**src/rtl/resync_pkg.sv**
```systemverilog
package resync_pkg;

   // Counting unit selected by the two-bit mode field
   typedef enum logic [1:0] {
      RS_OFF = 2'd0,
      RS_PKT = 2'd1,
      RS_CYC = 2'd2,
      RS_HW  = 2'd3
   } rs_mode_e;

   // Fixed offset added to the programmed exponent
   localparam int unsigned RS_EXP_OFS = 4;

   // Counter width needed to hold the largest interval 2^(2^lim_w - 1 + ofs)
   function automatic int unsigned rs_cnt_width(input int unsigned lim_w,
                                                input int unsigned ofs);
      return (1 << lim_w) - 1 + ofs + 1;
   endfunction

endpackage

```
**src/rtl/resync_cfg_regs.sv**
```systemverilog
module resync_cfg_regs
   import resync_pkg::*;
#(
   parameter int unsigned LIM_W     = 4,
   parameter logic [3:0]  MODE_MASK = 4'b1111,
   parameter int unsigned RST_MODE  = 2,
   parameter int unsigned RST_LIMIT = 0,
   parameter bit          LIMIT_RW  = 1'b1
) (
   input  logic             clk_i,
   input  logic             rst_ni,
   input  logic             cfg_wr_i,
   input  logic [1:0]       cfg_mode_i,
   input  logic [LIM_W-1:0] cfg_limit_i,
   output rs_mode_e         mode_o,
   output logic [LIM_W-1:0] limit_o,
   output logic             cfg_clr_o
);

   localparam rs_mode_e       MODE_RST  = rs_mode_e'(RST_MODE[1:0]);
   localparam logic [LIM_W-1:0] LIMIT_RST = LIM_W'(RST_LIMIT);

   if (MODE_MASK[3:1] == 3'b000) begin : g_bad_mask
      $error("resync_cfg_regs: at least one non-zero mode must be supported");
   end
   if (MODE_MASK[RST_MODE[1:0]] == 1'b0) begin : g_bad_rst_mode
      $error("resync_cfg_regs: reset mode is not a supported mode");
   end
   if (RST_LIMIT >= (1 << LIM_W)) begin : g_bad_rst_limit
      $error("resync_cfg_regs: reset exponent does not fit the field");
   end

   rs_mode_e mode_q;
   logic     mode_ok;

   // write-any, read-legal: an unsupported code keeps the current mode
   assign mode_ok = MODE_MASK[cfg_mode_i];

   always_ff @(posedge clk_i or negedge rst_ni) begin
      if (!rst_ni) begin
         mode_q <= MODE_RST;
      end else if (cfg_wr_i && mode_ok) begin
         mode_q <= rs_mode_e'(cfg_mode_i);
      end
   end

   if (LIMIT_RW) begin : g_limit_rw
      logic [LIM_W-1:0] limit_q;
      always_ff @(posedge clk_i or negedge rst_ni) begin
         if (!rst_ni) begin
            limit_q <= LIMIT_RST;
         end else if (cfg_wr_i) begin
            limit_q <= cfg_limit_i;
         end
      end
      assign limit_o = limit_q;


      limit_load_chk: assert property (@(posedge clk_i) disable iff (!rst_ni)
         cfg_wr_i |=> (limit_o == $past(cfg_limit_i)));
   end else begin : g_limit_fixed
      assign limit_o = LIMIT_RST;
   end

   assign mode_o    = mode_q;
   assign cfg_clr_o = cfg_wr_i;


   mode_load_chk: assert property (@(posedge clk_i) disable iff (!rst_ni)
      (cfg_wr_i && MODE_MASK[cfg_mode_i]) |=> (mode_o == rs_mode_e'($past(cfg_mode_i))));

endmodule

```
**src/rtl/resync_step_sel.sv**
```systemverilog
module resync_step_sel
   import resync_pkg::*;
#(
   parameter int unsigned HW_W  = 3,
   parameter int unsigned CNT_W = 20
) (
   input  rs_mode_e          mode_i,
   input  logic              pkt_sent_i,
   input  logic [HW_W-1:0]   hw_count_i,
   output logic [CNT_W-1:0]  step_o
);

   if (HW_W + 1 >= CNT_W) begin : g_bad_hw_w
      $error("resync_step_sel: half-word step too wide for the counter");
   end

   always_comb begin
      unique case (mode_i)
         RS_PKT:  step_o = CNT_W'(pkt_sent_i);
         RS_CYC:  step_o = CNT_W'(1);
         RS_HW:   step_o = CNT_W'(hw_count_i);
         default: step_o = '0;
      endcase
   end

endmodule

```
**src/rtl/resync_thresh.sv**
```systemverilog
module resync_thresh #(
   parameter int unsigned LIM_W = 4,
   parameter int unsigned OFS   = 4,
   parameter int unsigned CNT_W = 20
) (
   input  logic [LIM_W-1:0] limit_i,
   output logic [CNT_W-1:0] thresh_o
);

   localparam int unsigned MAX_EXP = (1 << LIM_W) - 1 + OFS;

   if (MAX_EXP >= CNT_W) begin : g_bad_cnt_w
      $error("resync_thresh: counter cannot hold the largest interval");
   end

   // one-hot decode of the exponent, one bit per possible interval
   for (genvar b = 0; b < CNT_W; b++) begin : g_bit
      if (b < OFS) begin : g_low
         assign thresh_o[b] = 1'b0;
      end else begin : g_dec
         assign thresh_o[b] = (limit_i == LIM_W'(b - OFS));
      end
   end

endmodule

```
**src/rtl/resync_counter.sv**
```systemverilog
module resync_counter
   import resync_pkg::*;
#(
   parameter int unsigned CNT_W = 20
) (
   input  logic             clk_i,
   input  logic             rst_ni,
   input  rs_mode_e         mode_i,
   input  logic [CNT_W-1:0] step_i,
   input  logic [CNT_W-1:0] thresh_i,
   input  logic             sync_ack_i,
   input  logic             sync_other_i,
   input  logic             cfg_clr_i,
   output logic             req_o
);

   logic [CNT_W-1:0] cnt_q, cnt_d;
   logic             req_q, req_d;
   logic [CNT_W:0]   sum;
   logic             clr;
   logic             hit;

   assign clr = sync_ack_i | sync_other_i | cfg_clr_i;
   assign sum = {1'b0, cnt_q} + {1'b0, step_i};
   assign hit = (sum >= {1'b0, thresh_i});

   always_comb begin
      cnt_d = cnt_q;
      req_d = req_q;
      if (clr || (mode_i == RS_OFF)) begin
         cnt_d = '0;
         req_d = 1'b0;
      end else if (!req_q) begin
         if (hit) begin
            cnt_d = thresh_i;
            req_d = 1'b1;
         end else begin
            cnt_d = sum[CNT_W-1:0];
         end
      end
   end

   always_ff @(posedge clk_i or negedge rst_ni) begin
      if (!rst_ni) begin
         cnt_q <= '0;
         req_q <= 1'b0;
      end else begin
         cnt_q <= cnt_d;
         req_q <= req_d;
      end
   end

   assign req_o = req_q;


   off_idle_chk: assert property (@(posedge clk_i) disable iff (!rst_ni)
      (mode_i == RS_OFF) |-> (cnt_q == '0 && !req_o));


   sync_clr_chk: assert property (@(posedge clk_i) disable iff (!rst_ni)
      (sync_ack_i || sync_other_i) |=> (cnt_q == '0 && !req_o));


   cfg_clr_chk: assert property (@(posedge clk_i) disable iff (!rst_ni)
      cfg_clr_i |=> (cnt_q == '0 && !req_o));


   req_hold_chk: assert property (@(posedge clk_i) disable iff (!rst_ni)
      (req_o && !clr && mode_i != RS_OFF) |=> req_o);


   cnt_cap_chk: assert property (@(posedge clk_i) disable iff (!rst_ni)
      cnt_q <= thresh_i);


   req_rise_chk: assert property (@(posedge clk_i) disable iff (!rst_ni)
      $rose(req_o) |-> (cnt_q == thresh_i));


   thresh_onehot_chk: assert property (@(posedge clk_i) disable iff (!rst_ni)
      $onehot0(thresh_i) && thresh_i != '0);

endmodule

```
**src/rtl/resync_interval_ctr.sv**
```systemverilog
module resync_interval_ctr
   import resync_pkg::*;
#(
   parameter int unsigned LIM_W     = 4,
   parameter int unsigned HW_W      = 3,
   parameter logic [3:0]  MODE_MASK = 4'b1111,
   parameter int unsigned RST_MODE  = 2,
   parameter int unsigned RST_LIMIT = 0,
   parameter bit          LIMIT_RW  = 1'b1
) (
   input  logic             clk_i,
   input  logic             rst_ni,
   input  logic             cfg_wr_i,
   input  logic [1:0]       cfg_mode_i,
   input  logic [LIM_W-1:0] cfg_limit_i,
   input  logic             pkt_sent_i,
   input  logic [HW_W-1:0]  hw_count_i,
   input  logic             sync_ack_i,
   input  logic             sync_other_i,
   output logic             resync_req_o
);

   localparam int unsigned CNT_W = rs_cnt_width(LIM_W, RS_EXP_OFS);

   rs_mode_e         mode;
   logic [LIM_W-1:0] limit;
   logic             cfg_clr;
   logic [CNT_W-1:0] step;
   logic [CNT_W-1:0] thresh;

   resync_cfg_regs #(
      .LIM_W     (LIM_W),
      .MODE_MASK (MODE_MASK),
      .RST_MODE  (RST_MODE),
      .RST_LIMIT (RST_LIMIT),
      .LIMIT_RW  (LIMIT_RW)
   ) u_cfg (
      .clk_i       (clk_i),
      .rst_ni      (rst_ni),
      .cfg_wr_i    (cfg_wr_i),
      .cfg_mode_i  (cfg_mode_i),
      .cfg_limit_i (cfg_limit_i),
      .mode_o      (mode),
      .limit_o     (limit),
      .cfg_clr_o   (cfg_clr)
   );

   resync_step_sel #(
      .HW_W  (HW_W),
      .CNT_W (CNT_W)
   ) u_step (
      .mode_i     (mode),
      .pkt_sent_i (pkt_sent_i),
      .hw_count_i (hw_count_i),
      .step_o     (step)
   );

   resync_thresh #(
      .LIM_W (LIM_W),
      .OFS   (RS_EXP_OFS),
      .CNT_W (CNT_W)
   ) u_thresh (
      .limit_i  (limit),
      .thresh_o (thresh)
   );

   resync_counter #(
      .CNT_W (CNT_W)
   ) u_cnt (
      .clk_i        (clk_i),
      .rst_ni       (rst_ni),
      .mode_i       (mode),
      .step_i       (step),
      .thresh_i     (thresh),
      .sync_ack_i   (sync_ack_i),
      .sync_other_i (sync_other_i),
      .cfg_clr_i    (cfg_clr),
      .req_o        (resync_req_o)
   );

endmodule

```
**config.mk**
```make
export PLATFORM = sky130hd
export DESIGN_NAME = resync_interval_ctr
export DESIGN_NICKNAME = d
export VERILOG_FILES = /design/src/rtl/resync_pkg.sv /design/src/rtl/resync_cfg_regs.sv /design/src/rtl/resync_step_sel.sv /design/src/rtl/resync_thresh.sv /design/src/rtl/resync_counter.sv /design/src/rtl/resync_interval_ctr.sv
export SDC_FILE = /design/constraint.sdc
export NUM_CORES = 1
export LEC_CHECK = 0
export ABC_AREA = 1
export ABC_CLOCK_PERIOD_IN_PS = 6600
export CAP_MARGIN = 30
export CORE_AREA = 3 3 75 147
export DETAILED_ROUTE_END_ITERATION = 8
export DIE_AREA = 0 0 78 150
export DONT_BUFFER_PORTS = 1
export PLACE_DENSITY = 0.54
export SKIP_CTS_REPAIR_TIMING = 1
export SYNTH_ARGS = -nofsm -noshare
export SYNTH_HDL_FRONTEND = slang
export SYNTH_HIERARCHICAL = 1
export SYNTH_SLANG_ARGS = --single-unit
export TNS_END_PERCENT = 30
```
**constraint.sdc**
```tcl
create_clock -name clk_i -period 6.6 [get_ports clk_i]
set_input_delay 0.66 -clock clk_i [delete_from_list [all_inputs] [get_ports clk_i]]
set_output_delay 0.66 -clock clk_i [all_outputs]
set_load 0.1 [all_outputs]
```
==> summary by stage <==
Pwr
In this run, the combinational gates consume 35.8% of the power. The total design power is roughly 0.00051 W. The sequential power share is between 30% and 40%. For this design the ratio of total power to cell area is approximately 140 nW/um2. The net switching component of the power is between 0.00015 and 0.0002 W. The cell-internal power is 0.000314 W. The leakage component of the power is approximately 2.1 nW. The switching power share of the total is 38.3%. IR analysis of the VDD net gives a maximum drop of between 0.00008 and 0.00009 V. The clock network is responsible for between 20% and 30% of the overall power.

Worst setup path
The worst register-to-register path has a depth of 28. The data arrival time of the worst path is slightly above 5000 ps. The flop-to-flop setup slack is between 1500 and 2000 ps. The type of origin of the critical path is a register. The start point of the critical path is u_cfg/mode_o[1]. The endpoint of the worst register-to-register path is u_cnt/cnt_q[14].

The critical path class is register to register. Counting stages on the worst path, the most repeated cell is sky130_fd_sc_hd__nand2_1. The required time of the worst setup path is about 7000 ps. The kind of capture point of the worst setup path is a register. The largest individual stage delay along the critical path comes from the cell sky130_fd_sc_hd__nand2_1.

In this design, the stage delay of the slowest critical-path cell is about 570 ps. The most critical setup path has its endpoint at u_cnt/cnt_q[14]. The worst-path maximum fanout is 22.

The worst register-to-register path begins at u_cfg/mode_o[1].

Synth
The number of synthesized register bits is 27. The cell area that synthesis handed to floorplanning was 3430 um2. Among all flip-flop cells after synthesis, the most frequent one is sky130_fd_sc_hd__dfrtp_1. After synthesis, the netlist uses 36 different library cells. Ranked by total cell area, the synthesized netlist is headed by sky130_fd_sc_hd__nand2_1 (19%), sky130_fd_sc_hd__dfrtp_1 (19%), sky130_fd_sc_hd__ha_1 (15%), sky130_fd_sc_hd__inv_1 (10%), sky130_fd_sc_hd__nand3_1 (8.7%).

By count the netlist is led by sky130_fd_sc_hd__nand2_1 (177), sky130_fd_sc_hd__inv_1 (93), sky130_fd_sc_hd__nand3_1 (60). By instance count, the leading cell after synthesis is sky130_fd_sc_hd__nand2_1. In the synthesized netlist the async set-or-reset flop fraction comes to 100%. Synthesis handed over a netlist of around 560 instances.

After Yosys synthesis, XOR and XNOR cells account for roughly 2.8% of the synthesized area. The sequential fraction of the synthesis area is 19.7%. The dominant combinational cell family by area after synthesis is simple AND/OR/NAND/NOR gates.

During synthesis, Yosys emitted a total of 6 warnings. The average instance area after synthesis is approximately 6 um2. The share of synthesized area spent on multiplexers is 0%. sky130_fd_sc_hd__nand2_1 takes more of the synthesized area than any other cell.

After Yosys synthesis, and, or, nand and nor cells account for 36.6% of the synthesized area. The synthesized netlist devotes around 8.6% of its cell area to compound gates. Summing the areas of all fa, ha and maj instances in the mapped netlist gives around 15% of the synthesized area.

Yosys mapped a number of flops with a built-in enable equal to 0. The share of the synthesized area in the top cell type is roughly a fifth.

GRT
The total grt overflow is 0. The first global-routing pass estimated about 15000 um of wire. The number of antenna violations at the first check in global routing was 0. The maximum number of pins on one net before global-route repair is 28. Global routing consumed, over all layers together, 17.3% of the routing resources. The via count of the first global-routing pass is roughly 3100.

Clocking
The sink count of the clock tree is 27. TritonCTS built the clock tree. The clock latency at the later pin of the worst-skew pair is 260 ps.

The cell sitting at the root of the clock tree is a sky130_fd_sc_hd__clkbuf_16. Clock tree synthesis inserted a total of 3 buffers. CTS built an H-tree with a depth of 1.

No sink is reached through more buffers than the 2 on the longest clock path. The CTS clock-pin slew for the worst setup and hold paths is 70 ps.

Final layout
The area of combinational cells with multiple inputs is around 2200 um2. The filler cell count is ~1200. The layout-stage area growth over the synthesis result is 3.02%. The repair_antennas step left the layout with diodes totalling 0.

The post-route non-filler standard cell count is 686. Summing all flip-flop and latch instances after layout gives 677 um2. The fraction of layout instances using a drive strength above 1 is under 10%. The post-layout net count is roughly 600.

Placement
The half-perimeter wire length after detailed placement is just over 8000 um. The total instance count after detailed placement is about 680. Input and output buffers added on the ports amount to 0. The placer's final routability congestion estimate is 0.899.

Routing
Before antenna repair, the detailed router went through 4 iterations. For this block, the routed nets add up to 9930 um of wire. For this block, the initial DRC count from the detailed router was about 150. In the routed layout, each cell is associated on average with a via count of 4.75. Summing over every cut layer, the via total after detailed routing is around 3300. The detail route stage leaves a number of antenna-violating nets equal to 0. After detailed routing, the number of remaining DRC violations is 0.

The mean routed wirelength per cell is around 14 um.

STA
Between clock sinks in the finished design, the worst skew comes to ~3.7 ps. The setup total negative slack is 0 ps. The max-slew violation count is 0. The post-route minimum period is 4890 ps. The worst pin sits at a relative slew slack of a little over a third.

Derived from the worst setup path, the maximum achievable clock frequency is 0.205 GHz. Setup repair after global routing left no endpoint under its margin. The final-report setup violation count is 0.

At the pin with the least slew margin, the transition time is approximately 970 ps. The count of final hold-check violations is 0. The final critical path takes up 74.1% of the cycle.

Floorplanning
The die footprint is about 12000 um2. Row generation in the floorplan step produced 52 rows. The die boundary width is 78 um. In this run the vertical extent of the chip is around 150 um.

The area of the core is 10100 um2. During I/O placement, the number of pins put on the boundary was 16. The starting density of the core is about a third.

Run status
The run finished with clean final reports.

Hold path
The kind of path behind the tightest hold check is input port to async pin.

Run
The count of maximum capacitance violations is 0.
==> final cells by class <==
class,instances,share of cell area [%]
multi-input combinational,425,63.6
clock inverter,1,0.212
inverter,94,9.98
tap,135,4.78
sequential,27,19.1
clock buffer,3,2.12
timing repair buffer,1,0.212
==> worst min-delay path by stage <==
stage                     cells after the start               end  startpoint
after global routing                          0    u_cnt/cnt_q[1]      rst_ni
final                                         0    u_cnt/cnt_q[1]      rst_ni
after detailed placement                      0    u_cnt/cnt_q[3]      rst_ni
after global placement                        0    u_cnt/cnt_q[2]      rst_ni
after floorplan                               0  u_cfg/limit_o[0]      rst_ni
after CTS                                     0    u_cnt/cnt_q[1]      rst_ni
==> sequential cells by signal, summed over array words and instances (netlist names) <==
name           count
u_cnt/req_o        1
u_cfg/limit_o      4
u_cnt/cnt_q       20
u_cfg/mode_o       2
==> cell usage in the layout (no fill, tap or decap) <==
master / n
sky130_fd_sc_hd__nor3_1: 5
sky130_fd_sc_hd__xnor2_1: 2
sky130_fd_sc_hd__clkinvlp_4: 1
sky130_fd_sc_hd__nand3b_1: 2
sky130_fd_sc_hd__a21boi_0: 1
sky130_fd_sc_hd__a21oi_4: 1
sky130_fd_sc_hd__nor2_1: 45
sky130_fd_sc_hd__o21a_1: 1
sky130_fd_sc_hd__and2_1: 1
sky130_fd_sc_hd__o21ai_0: 11
sky130_fd_sc_hd__dfstp_2: 1
sky130_fd_sc_hd__xor2_1: 9
sky130_fd_sc_hd__nand4_1: 5
sky130_fd_sc_hd__nand2_2: 3
sky130_fd_sc_hd__a31oi_1: 1
sky130_fd_sc_hd__dfrtp_1: 26
sky130_fd_sc_hd__inv_2: 1
sky130_fd_sc_hd__a21oi_2: 1
sky130_fd_sc_hd__nand3_1: 60
sky130_fd_sc_hd__or2_2: 1
sky130_fd_sc_hd__o21ai_2: 2
sky130_fd_sc_hd__a21oi_1: 26
sky130_fd_sc_hd__nor2_2: 2
sky130_fd_sc_hd__buf_4: 1
sky130_fd_sc_hd__a21o_1: 1
sky130_fd_sc_hd__nand3_2: 1
sky130_fd_sc_hd__nand2_1: 177
sky130_fd_sc_hd__o21bai_1: 4
sky130_fd_sc_hd__o211ai_1: 1
sky130_fd_sc_hd__conb_1: 21
sky130_fd_sc_hd__fa_1: 1
sky130_fd_sc_hd__inv_1: 93
sky130_fd_sc_hd__clkbuf_16: 3
sky130_fd_sc_hd__ha_1: 40
==> metrics by stage <==
step | setup WS (ps) | instance area (um2) | hold WS, ps | utilization, %
6_report | 1710 | 3540 | 82.2 | 34.8
5_1_grt | 1230 | 3540 | 63.2 | 34.8
4_1_cts | 1700 | 3540 | 76.4 | 34.8
3_5_place_dp | 1580 | 3450 | 368 | 34.0
3_3_place_gp | 1630 | 3450 | 367 | 34.0
2_1_floorplan | 2760 | 3500 | 364 | -
==> layer usage <==
layer / share of wire, % / track usage (%) / up-vias
met5: 0 / 0 / -
met4: 6.6 / 10.7 / 0
met3: 2.3 / 1.02 / 22
met2: 57 / 34.5 / 59
met1: 35 / 16.5 / 1482
li1: - / - / 1697
==> critical path: cells and delay by family, from the launching register on <==
kind,cells,cell delay [ps]
compound gates,4,530
fa+ha+maj,3,1010
buf+inv,3,130
flops,1,560
simple gates,18,2570
==> kinds of logic after synthesis <==
group,count (synthesis)
compound gates,50
xor+xnor,11
fa+ha+maj,41
buf+inv,126
flops,27
other cells,2
simple gates,302
==> power groups by stage <==
| stage | combinational (W) | clock, W | sequential, W |
|---|---|---|---|
| floorplan | 0.000154 | 0 | 0.000182 |
| global placement | 0.000179 | 0 | 0.000185 |
| detailed placement | 0.000180 | 0 | 0.000185 |
| CTS | 0.000181 | 0.000151 | 0.000182 |
| global route | 0.000209 | 0.000159 | 0.000183 |
| finish | 0.000182 | 0.000146 | 0.000182 |
(Power assumes the default switching activity.)
